==> src/rtl/pcd_pkg.sv <==
package pcd_pkg;

   typedef enum logic {
      PCD_DIVIDE = 1'b0,
      PCD_BYPASS = 1'b1
   } pcd_mode_e;

   function automatic int pcd_max_div(input int fld_w);
      return (1 << fld_w) - 1;
   endfunction

endpackage

==> src/rtl/pcd_field_decode.sv <==
module pcd_field_decode #(
   parameter int REG_W  = 32,
   parameter int LO_LSB = 0,
   parameter int LO_W   = 5,
   parameter int HI_LSB = 27,
   parameter int HI_W   = 5,
   localparam int FLD_W = LO_W + HI_W
) (
   input  logic                 bypass_i,
   input  logic [REG_W-1:0]     ctrl_word_i,
   output pcd_pkg::pcd_mode_e   mode_o,
   output logic [FLD_W-1:0]     div_o
);
   import pcd_pkg::*;

   localparam logic [FLD_W:0] MAX_DIV = (FLD_W+1)'(pcd_max_div(FLD_W));
   localparam logic [FLD_W:0] BIAS    = (FLD_W+1)'(2);

   logic [FLD_W-1:0] fld;
   logic [FLD_W:0]   sum;
   logic             unused_word;

   // the high part supplies the bits above the low part
   generate
      if (HI_W > 0) begin : g_split
         assign fld = {ctrl_word_i[HI_LSB +: HI_W], ctrl_word_i[LO_LSB +: LO_W]};
      end else begin : g_lo_only
         assign fld = ctrl_word_i[LO_LSB +: LO_W];
      end
   endgenerate

   assign unused_word = ^ctrl_word_i;

   always_comb begin
      sum = {1'b0, fld} + BIAS;
      if (sum > MAX_DIV) begin
         sum = MAX_DIV;
      end
      if (bypass_i) begin
         mode_o = PCD_BYPASS;
         div_o  = FLD_W'(1);
      end else begin
         mode_o = PCD_DIVIDE;
         div_o  = sum[FLD_W-1:0];
      end
   end

endmodule

==> src/rtl/pcd_period_ctrl.sv <==
module pcd_period_ctrl #(
   parameter int DIV_W = 10
) (
   input  logic                clk_i,
   input  logic                rst_ni,
   input  pcd_pkg::pcd_mode_e  mode_i,
   input  logic [DIV_W-1:0]    div_i,
   output logic                end_o,
   output logic [DIV_W-1:0]    cnt_o,
   output pcd_pkg::pcd_mode_e  cur_mode_o,
   output logic [DIV_W-1:0]    cur_div_o
);
   import pcd_pkg::*;

   localparam logic [DIV_W-1:0] MAX_DIV = DIV_W'(pcd_max_div(DIV_W));

   assign end_o = (cur_mode_o == PCD_BYPASS) || (cnt_o == cur_div_o - DIV_W'(1));

   always_ff @(posedge clk_i) begin
      if (!rst_ni) begin
         cur_mode_o <= PCD_BYPASS;
         cur_div_o  <= DIV_W'(1);
         cnt_o      <= '0;
      end else if (end_o) begin
         cur_mode_o <= mode_i;
         cur_div_o  <= div_i;
         cnt_o      <= '0;
      end else begin
         cnt_o      <= cnt_o + DIV_W'(1);
      end
   end

   // the held setting moves only right after a period end
   a_r7_hold_mid_period: assert property (@(posedge clk_i) disable iff (!rst_ni)
      !$past(end_o) |-> ($stable(cur_div_o) && $stable(cur_mode_o)));

   // a divide setting stays inside 2..MAX
   a_r4_within_max: assert property (@(posedge clk_i) disable iff (!rst_ni)
      (cur_mode_o == PCD_DIVIDE) |-> (cur_div_o >= DIV_W'(2) && cur_div_o <= MAX_DIV));

   // the counter never runs past the period
   a_r5_count_bound: assert property (@(posedge clk_i) disable iff (!rst_ni)
      (cur_mode_o == PCD_DIVIDE) |-> (cnt_o < cur_div_o));

endmodule

==> src/rtl/pcd_wave_gen.sv <==
module pcd_wave_gen #(
   parameter int DIV_W = 10
) (
   input  logic                clk_i,
   input  logic                rst_ni,
   input  logic                end_i,
   input  logic [DIV_W-1:0]    cnt_i,
   input  pcd_pkg::pcd_mode_e  cur_mode_i,
   input  logic [DIV_W-1:0]    cur_div_i,
   output logic                en_o,
   output logic                phase_o
);
   import pcd_pkg::*;

   logic [DIV_W-1:0] half;

   assign half    = cur_div_i >> 1;
   assign en_o    = end_i;
   assign phase_o = (cur_mode_i == PCD_BYPASS) || (cnt_i < half);

   // a rising phase edge always follows the end of a period
   a_r6_rise_after_end: assert property (@(posedge clk_i) disable iff (!rst_ni)
      $rose(phase_o) |-> $past(en_o));

   // the phase is low on the last cycle of a divided period
   a_r6_low_at_end: assert property (@(posedge clk_i) disable iff (!rst_ni)
      (en_o && cur_mode_i == PCD_DIVIDE) |-> !phase_o);

endmodule

==> src/rtl/pix_clk_div.sv <==
module pix_clk_div #(
   parameter int REG_W  = 32,
   parameter int LO_LSB = 0,
   parameter int LO_W   = 5,
   parameter int HI_LSB = 27,
   parameter int HI_W   = 5,
   localparam int FLD_W = LO_W + HI_W
) (
   input  logic              clk_i,
   input  logic              rst_ni,
   input  logic              bypass_i,
   input  logic [REG_W-1:0]  ctrl_word_i,
   output logic              pix_en_o,
   output logic              pix_phase_o,
   output logic [FLD_W-1:0]  div_eff_o
);
   import pcd_pkg::*;

   // elaboration-time parameter checks
   generate
      if (LO_W < 1) begin : g_bad_lo_w
         $error("low divisor part needs at least one bit");
      end
      if (FLD_W < 2) begin : g_bad_fld_w
         $error("divisor field must be at least two bits wide");
      end
      if (LO_LSB + LO_W > REG_W) begin : g_bad_lo_pos
         $error("low divisor part lies outside the control word");
      end
      if (HI_W > 0 && HI_LSB + HI_W > REG_W) begin : g_bad_hi_pos
         $error("high divisor part lies outside the control word");
      end
      if (HI_W > 0 && HI_LSB < LO_LSB + LO_W && LO_LSB < HI_LSB + HI_W) begin : g_overlap
         $error("divisor parts overlap");
      end
   endgenerate

   pcd_mode_e        nxt_mode;
   logic [FLD_W-1:0] nxt_div;
   logic             per_end;
   logic [FLD_W-1:0] cnt;
   pcd_mode_e        cur_mode;
   logic [FLD_W-1:0] cur_div;

   pcd_field_decode #(
      .REG_W (REG_W),
      .LO_LSB(LO_LSB),
      .LO_W  (LO_W),
      .HI_LSB(HI_LSB),
      .HI_W  (HI_W)
   ) u_decode (
      .bypass_i   (bypass_i),
      .ctrl_word_i(ctrl_word_i),
      .mode_o     (nxt_mode),
      .div_o      (nxt_div)
   );

   pcd_period_ctrl #(.DIV_W(FLD_W)) u_period (
      .clk_i     (clk_i),
      .rst_ni    (rst_ni),
      .mode_i    (nxt_mode),
      .div_i     (nxt_div),
      .end_o     (per_end),
      .cnt_o     (cnt),
      .cur_mode_o(cur_mode),
      .cur_div_o (cur_div)
   );

   pcd_wave_gen #(.DIV_W(FLD_W)) u_wave (
      .clk_i     (clk_i),
      .rst_ni    (rst_ni),
      .end_i     (per_end),
      .cnt_i     (cnt),
      .cur_mode_i(cur_mode),
      .cur_div_i (cur_div),
      .en_o      (pix_en_o),
      .phase_o   (pix_phase_o)
   );

   assign div_eff_o = cur_div;

   // a reported divisor of one means a pulse and a high phase every cycle
   a_r2_bypass_out: assert property (@(posedge clk_i) disable iff (!rst_ni)
      (div_eff_o == FLD_W'(1)) |-> (pix_en_o && pix_phase_o));

   // after a divided period ends into another divided one, the enable drops
   a_r5_single_pulse: assert property (@(posedge clk_i) disable iff (!rst_ni)
      (pix_en_o && div_eff_o != FLD_W'(1) && !bypass_i) |=> !pix_en_o);

   // a bypass request at a period end never yields a divisor above one
   a_r3_bypass_load: assert property (@(posedge clk_i) disable iff (!rst_ni)
      (pix_en_o && bypass_i) |=> (div_eff_o == FLD_W'(1)));

endmodule

==> config.mk <==
export PLATFORM = sky130hd
export DESIGN_NAME = pix_clk_div
export DESIGN_NICKNAME = d
export VERILOG_FILES = /design/src/rtl/pcd_pkg.sv /design/src/rtl/pcd_field_decode.sv /design/src/rtl/pcd_period_ctrl.sv /design/src/rtl/pcd_wave_gen.sv /design/src/rtl/pix_clk_div.sv
export SDC_FILE = /design/constraint.sdc
export NUM_CORES = 1
export LEC_CHECK = 0
export ABC_CLOCK_PERIOD_IN_PS = 3000
export BUFFER_PORTS_ARGS = -buffer_cell sky130_fd_sc_hd__buf_2
export CAP_MARGIN = 15
export CORE_ASPECT_RATIO = 0.75
export CORE_UTILIZATION = 42
export CTS_CLUSTER_SIZE = 10
export DETAILED_ROUTE_END_ITERATION = 8
export GPL_TIMING_DRIVEN = 0
export PLACE_DENSITY = 0.61
export SLEW_MARGIN = 25
export SYNTH_ARGS = -nofsm -noshare
export SYNTH_HDL_FRONTEND = slang
export SYNTH_HIERARCHICAL = 1
export SYNTH_SLANG_ARGS = --single-unit
==> constraint.sdc <==
create_clock -name clk_i -period 3 [get_ports clk_i]
set_clock_uncertainty 0.2 [all_clocks]
set_input_delay 0.3 -clock clk_i [delete_from_list [all_inputs] [get_ports clk_i]]
set_output_delay 0.3 -clock clk_i [all_outputs]
set_load 0.03 [all_outputs]
Yosys cells after proc, flatten, opt, wreduce, memory -nomap -nowiden
Cells that the tools add are included.
{"block": "totals", "register_bits": 21, "elab_cells": 16, "in_bits": 35}
{"block": "op_classes", "add_sub_neg": 3, "n_mux": 3, "n_bitwise": 1, "reduce_logical": 3, "n_lt_le_gt_ge": 2, "n_eq_ne": 1}
{"operator": "$mux W10", "n": 2}
{"operator": "$add A10 B2 Y11 const B", "n": 1}
{"operator": "$gt A11 B10 Y1 const B", "n": 1}
{"operator": "$add A10 B1 Y10 const B", "n": 1}
{"operator": "$eq A10 B10 Y1", "n": 1}
{"operator": "$lt A10 B9 Y1", "n": 1}
{"operator": "$sub A10 B1 Y10 const B", "n": 1}
{"operator": "$logic_or A1 B1 Y1", "n": 2}
{"operator": "$reduce_or A2 Y1", "n": 1}
{"operator": "$mux W1", "n": 1}
{"operator": "$not A1 Y1", "n": 1}

Logic depth before layout (Yosys ltp)
{"block": "logic_depth", "word_depth": 4, "mapped_depth": 10, "ltp_nobuf": 8}

Cells and area by module
Netlist, hierarchy kept.
{"mod": "pcd_period_ctrl", "area_each_um2": 1397.6, "cells_per_inst": 169, "n_inst": 1}
{"mod": "pcd_field_decode", "area_each_um2": 394.1, "cells_per_inst": 58, "n_inst": 1}
{"mod": "pcd_wave_gen", "area_each_um2": 220.2, "cells_per_inst": 29, "n_inst": 1}

Worst setup path before layout
No wires, ideal clock.
{"block": "synth_timing", "kind": "flip-flop to output port", "start": "reg u_period.cur_div_o[0]", "end": "out pix_en_o", "stages_incl_launch_ff": 11, "required_time_ns": 2.500, "slack_ns": 0.067, "arrival_ns": 2.433, "cell_sequence": "dfxtp_1 -> inv_1 -> ha_1 -> o21ba_1 -> a221o_1 -> a32o_2 -> nor4_4 -> buf_4 -> a21oi_2 -> inv_1 -> buf_4"}
{"block": "synth_via", "elab_chain_cells": 3}
{"item": "start, declared", "line_no": "pcd_period_ctrl.sv:11", "rtl": "output logic [DIV_W-1:0] cur_div_o"}
{"item": "start signal, assigned", "line_no": "pcd_period_ctrl.sv:26", "rtl": "cur_div_o <= div_i;"}
{"item": "$sub A10 B1 Y10", "line_no": "pcd_period_ctrl.sv:17", "rtl": "assign end_o = (cur_mode_o == PCD_BYPASS) || (cnt_o == cur_div_o - DIV_W'(1));"}
{"item": "$eq A10 B10 Y1", "line_no": "pcd_period_ctrl.sv:17"}
{"item": "$logic_or A1 B1 Y1", "line_no": "pcd_period_ctrl.sv:17"}
{"item": "end, declared", "line_no": "pix_clk_div.sv:13", "rtl": "output logic pix_en_o,"}
No other way between the ends.

Worst setup path after layout
Ends and elaborated chain as after synthesis.

==> reports/qor.txt <==
Die Width = 81.9 µm
Xor-xnor portion of the synthesized cell area = 10.4%
Most common cell on crit path = buf_6
#FFs+latches synth = 21
Crit path launch = u_period/cur_div_o[0]
Synth async-reset ratio = 0%
Most frequent cells in the layout = buf_2, inv_1, nor2_1
Flop pwr share = 27.3%
Largest family of logic cells by synthesized area = simple AND/OR/NAND/NOR gates
Delay-heaviest family, CP = simple AND/OR/NAND/NOR gates
Total wire length = 5.19 mm
Critical-path maximum fanout = 5
Vias per cell = 5.70
Clock Sinks = 21
Syn Area/Cell = 7.86 µm²
Clock slew at reported path FFs = 0.08 ns
NetSw = 650 µW
WHS = 0.0387 ns
Sw frac = 46.1%
Die area = 5070 µm²
Maxcap violations = 0
CP Capture Type = output pin
Sequential area share after synthesis = 20.9%
Area fraction in compound gates after synthesis = 19.3%
CTS root buf = clkbuf_8
Via count = 1,954
Core Box Area = 4520 µm²
Buf+Inv Stages, Crit Path = 4
Synth Area in Adders = 7.46%
Initial DRC count = 157
Drt wl/cell = 15.1 µm
Reg2reg start = u_period/cur_div_o[0]
Final TNS setup = 0 ns
DRC = 0
Max clock buf depth = 2
Initial Utilization = 44.5%
Slowest-stage cell, CP = or4_4
Unique masters post-synth = 53
CP required = 2.50 ns
Antenna violations before repair = 0
Vias in the first global route = 1,764
Chip Height = 61.9 µm
TritonCTS Buffers = 3
EDFF count, synth = 0
Synth top area cells = dfxtp_1, ha_1, xnor2_1
Detailed Routing Iterations Pass 1 = 4
Maximum vdd drop = 335 µV
Antenna-violating nets left = 0
Final setup violation count = 0
Global-route wire length before repair = 8.43 mm
Row Count = 21
Min-Delay Startpoint = bypass_i
Max frequency = 339 MHz
Area share of the largest cell type after synthesis = 20.9%
Worst slew pin tran = 0.510 ns
Layout cells sized above 1 = 22.4%
Critical Path, Cell by Cell = buf_4 -> or4_4 -> a211oi_4 -> a211oi_2 -> nor4_4 -> buf_6 -> a21oi_4 -> inv_1 -> buf_6
Simple-gate area share of the yosys netlist = 32.4%
Syn Nets = 303
Gate power share = 59.0%
Status = finished clean
Placed cells = 335
Final GP Congestion = 0.810
Area leader, netlist = dfxtp_1
Commonest non-fill, non-tap cell in the layout = buf_2
Largest net degree at the start of global routing = 12
Slowest stage delay, CP = 0.55 ns
Post-synthesis mux area share = 0.498%
Post-layout net count = 334
P_leak = 0.904 nW
Clock Latency Late Sink = 0.27 ns
Synth Flop Type = dfxtp_1
Antenna diode count = 0
Clock period minus worst slack = 2.95 ns
CTS tree = yes
Slew headroom = 65.8%
CP Launch Type = flip-flop
CP arrival = 2.45 ns
Mapped Area = 2010 µm²
CP Class = flip-flop to output pin
FILL cells = 454
All-Layer GR Usage = 22.2%
Cells after Synth = 256
Synth warnings = 6
Clk pwr share = 13.7%
Fin crit share = 98.3%
HPWL Detailed = 3.79 mm
Internal = 761 µW
Fin. Hold Viols = 0
Io pins = 47
Worst min-delay path class = input pin to flip-flop
Area grow syn2layout = 16.6%
Input/output buffers = 22
Final Instance Count excl. Fillers = 343
Final Max Slew Viols = 0
Power per cell area = 602 nW/µm²
GR Overflow Total = 0
H-tree level count = 1
## power by group through the flow
stage,Sequential (mW),Clock (mW),Combinational [mW]
finish,0.385,0.194,0.833
CTS,0.381,0.202,0.766
global route,0.395,0.208,0.904
detailed placement,0.385,0,0.715
floorplan,0.423,0,0.499
global placement,0.384,0,0.720
## routing by layer
layer,share of wire (%),wire length (µm),global-route usage [%],up-vias
met4,0.71,37,3.76,0
li1,-,-,-,992
met2,40,2090,33.9,34
met3,4.1,213,4.09,4
met1,55,2850,32.7,924
met5,0,0,0,-
## cells in the mapped netlist, types with 4 or more instances
master     n
nor3b_1    7
xnor2_1   15
nor2_1    20
a21oi_1   13
a32oi_1   10
dfxtp_1   21
xor2_1     9
buf_2      4
inv_1     21
clkbuf_1   8
nand4_1   13
buf_4      5
nand2b_1  10
nand2_1    8
nand3_1   19
nor3_1     8
ha_1      12
## metrics by stage
stage | total power, mW | utilization, % | area, µm² | setup WS [ns]
after CTS | 1.35 | 50.3 | 2270 | 0.0184
after global placement | 1.10 | 48.5 | 2190 | -0.0621
after floorplan | 0.923 | - | 2010 | 0.0673
final | 1.41 | 51.9 | 2350 | 0.0507
after detailed placement | 1.10 | 48.5 | 2190 | -0.0452
after global routing | 1.51 | 51.9 | 2350 | -0.00573
## timing repair
item                       CTS  global route
hold buffers                 0             0
resized for setup            8            11
buffers inserted             2             4
pin swaps                    1             6
setup endpoints to repair    1             1
## final cells by class
class                      count  area, µm²  area share, %
inverter                      21       78.8           3.36
sequential                    21        429           18.3
timing repair buffer          28        161           6.88
tap                           57       71.3           3.04
buffer                        17       95.1           4.05
clock buffer                   4       45.0           1.92
multi-input combinational    195       1470           62.5
## worst reg2reg max path, delay by kind of cell (launching register included)
kind            cells  cell delay (ns)
flops               1             0.37
compound gates      2             0.37
buf+inv             3             0.52
simple gates        4             1.08
## worst paths after layout
check / to / slack, ns / cells past startpoint
min reg2reg: u_period/cnt_o[0] / 0.33 / 1
max: pix_en_o / 0.05 / 9
min: u_period/cur_mode_o / 0.04 / 2
max reg2reg: u_period/cur_div_o[8] / 0.36 / 9
## registers in the layout, summed over array words and instances, names as in the netlist
signal               count
u_period/cnt_o          10
u_period/cur_div_o      10
u_period/cur_mode_o      1
## cells by family (layout without fill, tap and decap cells)
| logic type | Yosys count | count (layout) |
|---|---|---|
| simple gates | 108 | 108 |
| fa+ha+maj | 12 | 12 |
| mux | 1 | 1 |
| flops | 21 | 21 |
| compound gates | 50 | 50 |
| buf+inv | 40 | 70 |
| xor+xnor | 24 | 24 |
No activity file was read; power rests on OpenSTA's default activity.
